--- config.mk ---
export PLATFORM = sky130hd
export DESIGN_NAME = brk_idle_out
export DESIGN_NICKNAME = d
export VERILOG_FILES = /design/src/rtl/brk_idle_pkg.sv /design/src/rtl/idle_cfg_regs.sv /design/src/rtl/dead_timer.sv /design/src/rtl/pin_mux.sv /design/src/rtl/brk_idle_out.sv
export SDC_FILE = /design/constraint.sdc
export NUM_CORES = 1
export LEC_CHECK = 0
export ABC_AREA = 1
export BUFFER_PORTS_ARGS = -buffer_cell sky130_fd_sc_hd__buf_2
export CELL_PAD_IN_SITES_DETAIL_PLACEMENT = 1
export CELL_PAD_IN_SITES_GLOBAL_PLACEMENT = 2
export CORE_MARGIN = 2
export CORE_UTILIZATION = 27
export CTS_BUF_LIST = sky130_fd_sc_hd__clkbuf_4 sky130_fd_sc_hd__clkbuf_8
export DETAILED_ROUTE_END_ITERATION = 7
export GPL_TIMING_DRIVEN = 0
export HOLD_SLACK_MARGIN = 0.06
export PLACE_DENSITY = 0.94
export SLEW_MARGIN = 15
export SYNTH_ARGS = -nofsm -noshare
export SYNTH_HDL_FRONTEND = slang
export SYNTH_SLANG_ARGS = --single-unit
--- constraint.sdc ---
create_clock -name clk -period 3.78 [get_ports clk]
set_input_delay 0.378 -clock clk [delete_from_list [all_inputs] [get_ports clk]]
set_output_delay 0.378 -clock clk [all_outputs]
set_load 0.03 [all_outputs]
--- src/rtl/brk_idle_pkg.sv ---
// Package: shared types for the break idle-state output controller.
// Assumes the three idle levels always travel together as one word.
package brk_idle_pkg;

    localparam int IDLE_BITS = 3;

    // Idle levels; bit 0 main pin, bit 1 complementary pin, bit 2 single-ended pin.
    typedef struct packed {
        logic oc2;
        logic oc1n;
        logic oc1;
    } idle_lvl_t;

endpackage

--- src/rtl/idle_cfg_regs.sv ---
// Module: idle_cfg_regs
// Holds the three idle levels. A write is taken only while the protection
// level is zero; otherwise it is dropped silently.
// Assumes: prot_lvl is stable around the clock edge of a write.
module idle_cfg_regs
    import brk_idle_pkg::*;
#(
    parameter int LOCK_W = 2
) (
    input  logic              clk,
    input  logic              rst_n,
    input  logic              wr_en,
    input  idle_lvl_t         wr_data,
    input  logic [LOCK_W-1:0] prot_lvl,
    output idle_lvl_t         idle_q
);

    logic unlocked;

    // Writes pass only at protection level zero.
    always_comb begin
        unlocked = (prot_lvl == '0);
    end

    // Storage of the idle levels, cleared by reset.
    always_ff @(posedge clk) begin
        if (!rst_n) begin
            idle_q <= '0;
        end else if (wr_en && unlocked) begin
            idle_q <= wr_data;
        end
    end

endmodule

--- src/rtl/dead_timer.sv ---
// Module: dead_timer
// Counts the dead-time after the main enable drops. While the enable is high,
// it reloads the programmed count on every edge; while it is low, it counts down to zero.
// Assumes: dead_cycles is valid on the last edge with the enable high.
module dead_timer #(
    parameter int DT_W = 8
) (
    input  logic            clk,
    input  logic            rst_n,
    input  logic            main_en,
    input  logic [DT_W-1:0] dead_cycles,
    output logic            dead_active
);

    logic [DT_W-1:0] left_q;

    // Reload while running, count down while idle.
    always_ff @(posedge clk) begin
        if (!rst_n) begin
            left_q <= '0;
        end else if (main_en) begin
            left_q <= dead_cycles;
        end else if (left_q != '0) begin
            left_q <= left_q - 1'b1;
        end
    end

    // Dead-time is pending only while the enable is low and cycles remain.
    always_comb begin
        dead_active = !main_en && (left_q != '0);
    end

endmodule

--- src/rtl/pin_mux.sv ---
// Module: pin_mux
// Chooses each pin's level: the PWM level while enabled, low during the
// dead-time (pair only), the idle level after it.
// Assumes: dead_active is already gated by the enable.
module pin_mux
    import brk_idle_pkg::*;
(
    input  logic      main_en,
    input  logic      dead_active,
    input  idle_lvl_t pwm_lvl,
    input  idle_lvl_t idle_lvl,
    output idle_lvl_t pin_lvl
);

    // Per-pin selection; the pair obeys the dead-time, the single pin does not.
    always_comb begin
        if (main_en) begin
            pin_lvl = pwm_lvl;
        end else if (dead_active) begin
            pin_lvl.oc1  = 1'b0;
            pin_lvl.oc1n = 1'b0;
            pin_lvl.oc2  = idle_lvl.oc2;
        end else begin
            pin_lvl = idle_lvl;
        end
    end

endmodule

--- src/rtl/brk_idle_out.sv ---
// Module: brk_idle_out (top)
// Drives a complementary pair and a single-ended pin to programmed idle levels
// when the main enable is low, with a dead-time on the pair.
// Assumes: main_en comes from the break logic and is synchronous to clk.
module brk_idle_out
    import brk_idle_pkg::*;
#(
    parameter int DT_W   = 8,
    parameter int LOCK_W = 2
) (
    input  logic              clk,
    input  logic              rst_n,
    input  logic              main_en,
    input  logic              pwm_oc1,
    input  logic              pwm_oc1n,
    input  logic              pwm_oc2,
    input  logic [DT_W-1:0]   dead_cycles,
    input  logic              idle_wr,
    input  logic [IDLE_BITS-1:0] idle_wdata,
    input  logic [LOCK_W-1:0] prot_lvl,
    output logic              pin_oc1,
    output logic              pin_oc1n,
    output logic              pin_oc2
);

    idle_lvl_t idle_q;
    idle_lvl_t pwm_lvl;
    idle_lvl_t pin_lvl;
    logic      dead_active;

    // Gather the PWM inputs into one word.
    always_comb begin
        pwm_lvl.oc1  = pwm_oc1;
        pwm_lvl.oc1n = pwm_oc1n;
        pwm_lvl.oc2  = pwm_oc2;
    end

    idle_cfg_regs #(.LOCK_W(LOCK_W)) u_cfg (
        .clk      (clk),
        .rst_n    (rst_n),
        .wr_en    (idle_wr),
        .wr_data  (idle_lvl_t'(idle_wdata)),
        .prot_lvl (prot_lvl),
        .idle_q   (idle_q)
    );

    dead_timer #(.DT_W(DT_W)) u_dt (
        .clk         (clk),
        .rst_n       (rst_n),
        .main_en     (main_en),
        .dead_cycles (dead_cycles),
        .dead_active (dead_active)
    );

    pin_mux u_mux (
        .main_en     (main_en),
        .dead_active (dead_active),
        .pwm_lvl     (pwm_lvl),
        .idle_lvl    (idle_q),
        .pin_lvl     (pin_lvl)
    );

    // Drive the pins from the selected word.
    always_comb begin
        pin_oc1  = pin_lvl.oc1;
        pin_oc1n = pin_lvl.oc1n;
        pin_oc2  = pin_lvl.oc2;
    end

endmodule

### After elaboration in Yosys (flattened, before gate mapping)

Index checks and enable logic that the tools add are counted.

| storage, ports and cells | value |
|---|---|
| register bits | 11 |
| bits of input ports | 20 |
| output and inout port bits | 3 |
| logic and storage cells | 15 |

| cells by class | value |
|---|---|
| add/sub/neg operators | 1 |
| muxes and demuxes | 4 |
| reduce and logical (&&, ||, !) cells | 6 |

Operators by type and width:

| cell | count |
|---|---|
| $mux 8 | 2 |
| $reduce_bool 8->1 | 1 |
| $sub 8x1->8 const B | 1 |
| $mux 3 | 1 |
| $logic_and 1x1->1 | 2 |
| $logic_not 2->1 | 1 |
| $mux 2 | 1 |
| $reduce_bool 2->1 | 1 |
| $logic_not 1->1 | 1 |

### Longest topological paths before layout

Gate-level depths: netlist of run 1.

| logic depth | value |
|---|---|
| depth in word-level cells | 4 |
| gate-level depth with buffers | 8 |
| mapped depth without buffers | 8 |

### Cells and area by module

Synthesis of run 1 repeated with hierarchy kept, for this count alone.

| unflattened totals | value |
|---|---|
| cells, all modules | 99 |
| area, all modules | 653.1 µm² |

By module, submodules not included:

| module | instances | cells each | area an instance (µm²) | seq. area each (µm²) |
|---|---|---|---|---|
| dead_timer | 1 | 69 | 474.2 | 160.2 |
| idle_cfg_regs | 1 | 19 | 135.1 | 60.1 |
| pin_mux | 1 | 11 | 43.8 | 0.0 |

### Least setup slack after synthesis of run 1

OpenSTA, ideal clock, no wires.

| path | value |
|---|---|
| path kind | register to output |
| start point | register u_dt.left_q[0] |
| end point | output pin_oc1 |
| arrival time | 1.239 ns |
| required time | 3.402 ns |
| path slack | 2.163 ns |
| stages on the path, launching flop included | 7 |
| buffers on the path | 0 |
| path through | dfxtp_1 > inv_1 > ha_1 > nand4_2 > nor2_4 > nand2_1 > nand2_1 |

| between the ends | value |
|---|---|
| longest elaborated chain between the ends | 4 |

Ends and longest elaborated chain:

| what | RTL line | RTL |
|---|---|---|
| from (decl) | dead_timer.sv:15 | `logic [DT_W-1:0] left_q;` |
| from (signal assigned) | dead_timer.sv:22 | `left_q <= dead_cycles;` |
| from (signal assigned) | dead_timer.sv:24 | `left_q <= left_q - 1'b1;` |
| $reduce_bool 8->1 | dead_timer.sv:30 | `dead_active = !main_en && (left_q != '0);` |
| $logic_and 1x1->1 | dead_timer.sv:30 |  |
| $mux 2 | pin_mux.sv:19 | `end else if (dead_active) begin` |
| $mux 3 | pin_mux.sv:17 | `if (main_en) begin` |
| to (decl) | brk_idle_out.sv:21 | `output logic pin_oc1,` |

No other way between the ends.

### Final worst setup path of run 1

| path | value |
|---|---|
| start point | register u_dt.left_q[0] |
| end point | output pin_oc1n |

| between the ends | value |
|---|---|
| longest elaborated chain between the ends | 4 |

Ends and longest elaborated chain:

| what | RTL line | RTL |
|---|---|---|
| $reduce_bool 8->1 | dead_timer.sv:30 |  |
| $logic_and 1x1->1 | dead_timer.sv:30 |  |
| $mux 2 | pin_mux.sv:19 |  |
| $mux 3 | pin_mux.sv:17 |  |
| to (decl) | brk_idle_out.sv:22 | `output logic pin_oc1n,` |

No other way between the ends.

==> results.toml, run 1 <==
[logic_synthesis]
synth_cell_types = 19
synth_top_area_frac = 0.322
syn_area_um2 = 683
syn_nets = 130
syn_inst = 109
synth_top_area_cell = "dfxtp_1"
ys_seq_area_frac = 0.322
post_synth.cell_area_avg_um2 = 6.27
synth_area_leaders = "dfxtp_1, nand2_1, nor2_1"
synth_seq_cells = 11
yosys_warnings = 0

[routing]
viasPerCell = 4.56
drc = 0
detail_route.first_pass.iterations = 4
routed_wl_um = 1830
first_iter_violations = 16
vias = 748
antenna_left = 0
wl_per_cell_um = 11.2

[timing]
setup_violations = 0
maxSlewViolCount = 0
finalSetupTns_ns = 0
fin_crit_ns = 2.11
timing.fmax_ghz = 0.474
setup_ws_ns = 1.67
worst_pin_slew_ns = 0.381
hold_viol_final = 0
finalCritPeriodShare = 0.558
clock_skew_ns = 0.00321
max_slew_margin = 0.746
grt_setup_unrepaired = "false"

[floorplanning]
die_h_um = 54.3
dieArea_um2 = 2950
initial_core_util = 0.281
die-width_um = 54.3
ioPinCount = 23
row_count = 18
coreArea_um2 = 2430

[clock_tree]
path_clk_slew_ns = 0.08
cts_hold_buffers = 0
cts_resized = 0
cts_num_sinks = 11
ctsHtreeMaxLevel = 1
cts-root-buf = "clkbuf_4"
cts_made_buffers = 3
ctsLongestPathBuffers = 2
cts_setup_buffers = 0
clk_latency_ns = 0.28
cts_tree = "built"

[worst_setup_path]
cp-start-kind = "register"
critPathArrivalTime_ns = 1.73
cp-end-kind = "output pin"
crit_required_ns = 3.40
crit_type = "register to output pin"
worstPathMaxFanout = 5

[pwr]
power.switching_uw = 122
intPower_uw = 206
ir_worst_vdd_uv = 165
p_sw_frac = 0.371
leakagePower_uw = 0.000456
seq_power_share = 0.425
power_density_nw_per_um2 = 384
clockPowerShare = 0.266
power_frac_comb = 0.309

[placement]
hpwlAfterDp_um = 1550
place_congestion = 0.706
dpl_worst_slack_ns = 1.95
port_buffers = 21

[global_routing]
antenna_found_initial = 0
grt_max_degree = 11
first_global_vias = 829
grt_util_all_layers = 0.155
grt.overflow.total = 0
grt_pass1_wl_um = 3230

[finish]
diodes = 0
drive_gt1_frac = 0.284
fin_nets = 156
fill_cells = 347
areaGrowthSynthToFinish_pct = 24.9

[run_status]
status = "completed"

[run]
max_cap_violations = 0

[hold_path]
hold_class = "primary input to register"
## cells in the final DEF (no fill, tap or decap), types with 2 or more instances in the layout
master    netlist  routed
buf_4           2       2
nand2_2         2       2
inv_1          11      11
a21oi_1         4       4
nor2_2          4       4
nand2_1        34      34
buf_2           0      21
clkbuf_4        0       3
o21ai_0         6       6
nor2_1         17      17
nor2_4          2       2
dfxtp_1        11      11
nand3_1         8       8
## metal layers
metal | track usage | share of wire
met4 | 0.0708 | 0.0087
met2 | 0.287 | 0.52
met1 | 0.151 | 0.41
met5 | 0 | 0
met3 | 0.0574 | 0.055
## stage by stage
step	cells	util	hold slack, ns	total power (uW)	area, um^2
after floorplan	109	-	0.455	215	683
after global placement	160	0.340	0.469	240	826
after detailed placement	160	0.340	0.478	245	826
after CTS	164	0.351	0.336	333	853
after global routing	164	0.351	0.335	357	853
final	164	0.351	0.337	328	853
## power by group through the flow
stage / Sequential (uW) / Clock, uW / Combinational [uW]
floorplan: 139 / 0 / 75.6
global placement: 141 / 0 / 98.5
detailed placement: 142 / 0 / 103
CTS: 139 / 90.4 / 104
global route: 141 / 97.6 / 119
finish: 139 / 87.3 / 101
## cell usage after synthesis, drive strengths merged
master and count:
nand2 36, nor2 23, dfxtp 11, inv 11
nand3 9, o21ai 7, a21oi 4, buf 2
nand4 2, clkbuf 1, ha 1, or2 1
xor2 1
## worst paths after layout
check	startpoint	to	slack (ns)	depth (start not counted)
max reg2reg	u_dt.left_q[0]$_SDFFE_PN0P_	u_dt.left_q[1]$_SDFFE_PN0P_	2.37	7
min reg2reg	u_cfg.idle_q[0]$_SDFFE_PN0P_	u_cfg.idle_q[0]$_SDFFE_PN0P_	0.49	2
min	dead_cycles[4]	u_dt.left_q[4]$_SDFFE_PN0P_	0.34	3
max	u_dt.left_q[0]$_SDFFE_PN0P_	pin_oc1n	1.67	7
## state kept, by name, indices dropped and copies added (netlist names)
| register | count |
|---|---|
| u_dt.left_q | 8 |
| u_cfg.idle_q | 3 |
## layout make-up
cell class | count | area [um^2] | share of cell area
clock buffers | 3 | 22.5 | 0.0264
flip-flops and latches | 11 | 220 | 0.258
well taps | 30 | 37.5 | 0.0440
inverters | 11 | 41.3 | 0.0484
clock inverters | 1 | 5.00 | 0.00587
repair buffers | 21 | 105 | 0.123
multi-input cells | 84 | 403 | 0.472
plain buffers | 3 | 18.8 | 0.0220
## critical path, cell delays in order (launching register included)
cell     delay [ns]
dfxtp_1        0.33
inv_1          0.13
ha_1           0.31
nand4_2        0.18
nor2_4         0.18
nand2_1        0.08
nand2_1        0.06
buf_2          0.18
## cells by family after synthesis
logic type,synth area share
AO/OA/AOI/OAI,0.0806
XOR/XNOR,0.0128
adder cells (fa/ha/maj),0.0183
buffers and inverters,0.0879
flip-flops,0.322
AND/OR/NAND/NOR,0.478
No activity file was read; power rests on OpenSTA's default activity.
==> run 2: changes to the inputs <==
--- a/config.mk
+++ b/config.mk
@@ -10,12 +10,12 @@
 export CELL_PAD_IN_SITES_DETAIL_PLACEMENT = 1
 export CELL_PAD_IN_SITES_GLOBAL_PLACEMENT = 2
 export CORE_MARGIN = 2
-export CORE_UTILIZATION = 27
+export CORE_UTILIZATION = 25
 export CTS_BUF_LIST = sky130_fd_sc_hd__clkbuf_4 sky130_fd_sc_hd__clkbuf_8
 export DETAILED_ROUTE_END_ITERATION = 7
 export GPL_TIMING_DRIVEN = 0
 export HOLD_SLACK_MARGIN = 0.06
-export PLACE_DENSITY = 0.94
+export PLACE_DENSITY = 0.88
 export SLEW_MARGIN = 15
 export SYNTH_ARGS = -nofsm -noshare
 export SYNTH_HDL_FRONTEND = slang
==> constraint.sdc (replaced) <==
create_clock -name clk -period 2.15 [get_ports clk]
set_input_delay 0.215 -clock clk [delete_from_list [all_inputs] [get_ports clk]]
set_output_delay 0.215 -clock clk [all_outputs]
set_load 0.03 [all_outputs]
==> run 2 against run 1 <==
Effect of this change:
- clock power grew 92%
- clock skew rose by 0.0042 ns
- first-iteration DRC count did not move
- power grew 79%
- final cell count did not move
- routed wire length up 1.1%
- core utilization is 1.2 points lower
- sequential share of layout area is 0.075 points lower
- worst setup slack got worse by 1.4 ns
==> results.toml, run 2 (synthesized netlist as in run 1, its figures left out) <==
[run_status]
status = "completed"

[worst_setup_path]
critPathSlowestCell = "dfxtp_1"
max_stage_delay_ns = 0.34
crit_family = "simple AND/OR/NAND/NOR gates"
crit_type = "register to output pin"
rrSetupSlack_ns = 0.75
crit_chain = "inv_1 > ha_1 > nand4_2 > nor2_4 > nand2_1 > nand2_1 > buf_2"
crit_buf_inv = 2
cp-start-kind = "register"
critPathArrivalTime_ns = 1.70
crit_required_ns = 1.93
cp-end-kind = "output pin"
worstPathMaxFanout = 5
cp_common_cell = "nand2_1"

[placement]
placed_area_um2 = 826
port_buffers = 21
hpwlAfterDp_um = 1510
dpl_worst_slack_ns = 0.512
place_congestion = 0.743

[timing]
clock_skew_ns = 0.00742
finalSetupTns_ns = 0
finalCritPeriodShare = 0.891
setup_ws_ns = 0.234
setup_violations = 0
worst_pin_slew_ns = 0.385
grt_setup_unrepaired = "false"
fin_crit_ns = 1.92
maxSlewViolCount = 0
max_slew_margin = 0.743
whs_ns = 0.161
timing.fmax_ghz = 0.522
hold_viol_final = 0

[floorplanning]
die_h_um = 56.3
die-width_um = 56.3
coreArea_um2 = 2520
dieArea_um2 = 3170
row_count = 18
ioPinCount = 23
initial_core_util = 0.271

[finish]
layout_common_cells = "nand2_1, buf_2, nor2_1"
largest_reg_flops = 8
areaGrowthSynthToFinish_pct = 25.3
fill_cells = 357
design_area_um2 = 856
fin_nets = 156
multi_input_area_um2 = 403
diodes = 0
layout_commonest_cell = "nand2_1"
reg_top3 = "u_dt.left_q: 8 flops, u_cfg.idle_q: 3 flops"
drive_gt1_frac = 0.284
regArea_um2 = 220
largest-register = "u_dt.left_q"

[routing]
drc = 0
viasPerCell = 4.41
first_iter_violations = 16
routed_wl_um = 1850
vias = 724
detail_route.first_pass.iterations = 4
wl_per_cell_um = 11.3
antenna_left = 0

[clock_tree]
ctsHtreeMaxLevel = 1
cts_hold_buffers = 0
ctsLongestPathBuffers = 2
cts_num_sinks = 11
path_clk_slew_ns = 0.09
cts_tree = "built"
cts-root-buf = "clkbuf_4"
clk_latency_ns = 0.28
cts_made_buffers = 3
cts_setup_buffers = 0
cts_resized = 0

[global_routing]
grt_max_degree = 11
first_global_vias = 788
grt.overflow.total = 0
grt_util_all_layers = 0.132
antenna_found_initial = 0
grt_pass1_wl_um = 3240

[pwr]
power_density_nw_per_um2 = 687
p_total_uw = 588
ir_worst_vdd_uv = 343
leakagePower_uw = 0.000457

[run]
max_cap_violations = 0

[hold_path]
hold_class = "primary input to register"
-- run 2: cell count changes in the layout (fill, tap and decap cells not counted) --
| cell | before | now |
|---|---|---|
| clkbuf_4 | 3 | 4 |
| clkinv_2 | 1 | 0 |
-- run 2: layout make-up --
type / count / area share
buffer: 3 / 0.0219
clock buffer: 4 / 0.0351
inverter: 11 / 0.0482
multi-input combinational: 84 / 0.471
sequential: 11 / 0.257
tap: 30 / 0.0439
timing repair buffer: 21 / 0.123
-- run 2: metal layers --
metal  global-route usage  wire length [um]  vias to the layer above
met2                0.239               887                       16
met1                0.145               859                      317
met5                    0                 0                        -
met3               0.0300                88                        2
li1                     -                 -                      389
met4               0.0612                17                        0
-- run 2: power by group --
part,internal (uW),total (uW),leakage (uW),switching [uW]
sequential,225,245,0.0000911,20.4
combinational,69.0,175,0.000348,106
clock,84.5,168,0.0000184,83.2
total,378,588,0.000457,210
-- run 2: path summary, 6_finish.rpt --
check,end,startpoint,cells after the start
setup reg to reg,u_dt.left_q[0]$_SDFFE_PN0P_,u_dt.left_q[0]$_SDFFE_PN0P_,7
hold reg to reg,u_cfg.idle_q[2]$_SDFFE_PN0P_,u_cfg.idle_q[2]$_SDFFE_PN0P_,2
hold / removal,u_dt.left_q[4]$_SDFFE_PN0P_,dead_cycles[4],3
setup / recovery,pin_oc1,u_dt.left_q[0]$_SDFFE_PN0P_,7
-- run 2: per-stage QoR --
stage	std cells	utilization
finish	164	0.339
global route	164	0.339
global placement	160	0.327
floorplan	109	-
CTS	164	0.339
detailed placement	160	0.327
-- run 2: worst min-delay path, stage by stage --
cell,delay (ns)
buf_2,0.07
o21ai_1,0.05
nor2_1,0.07
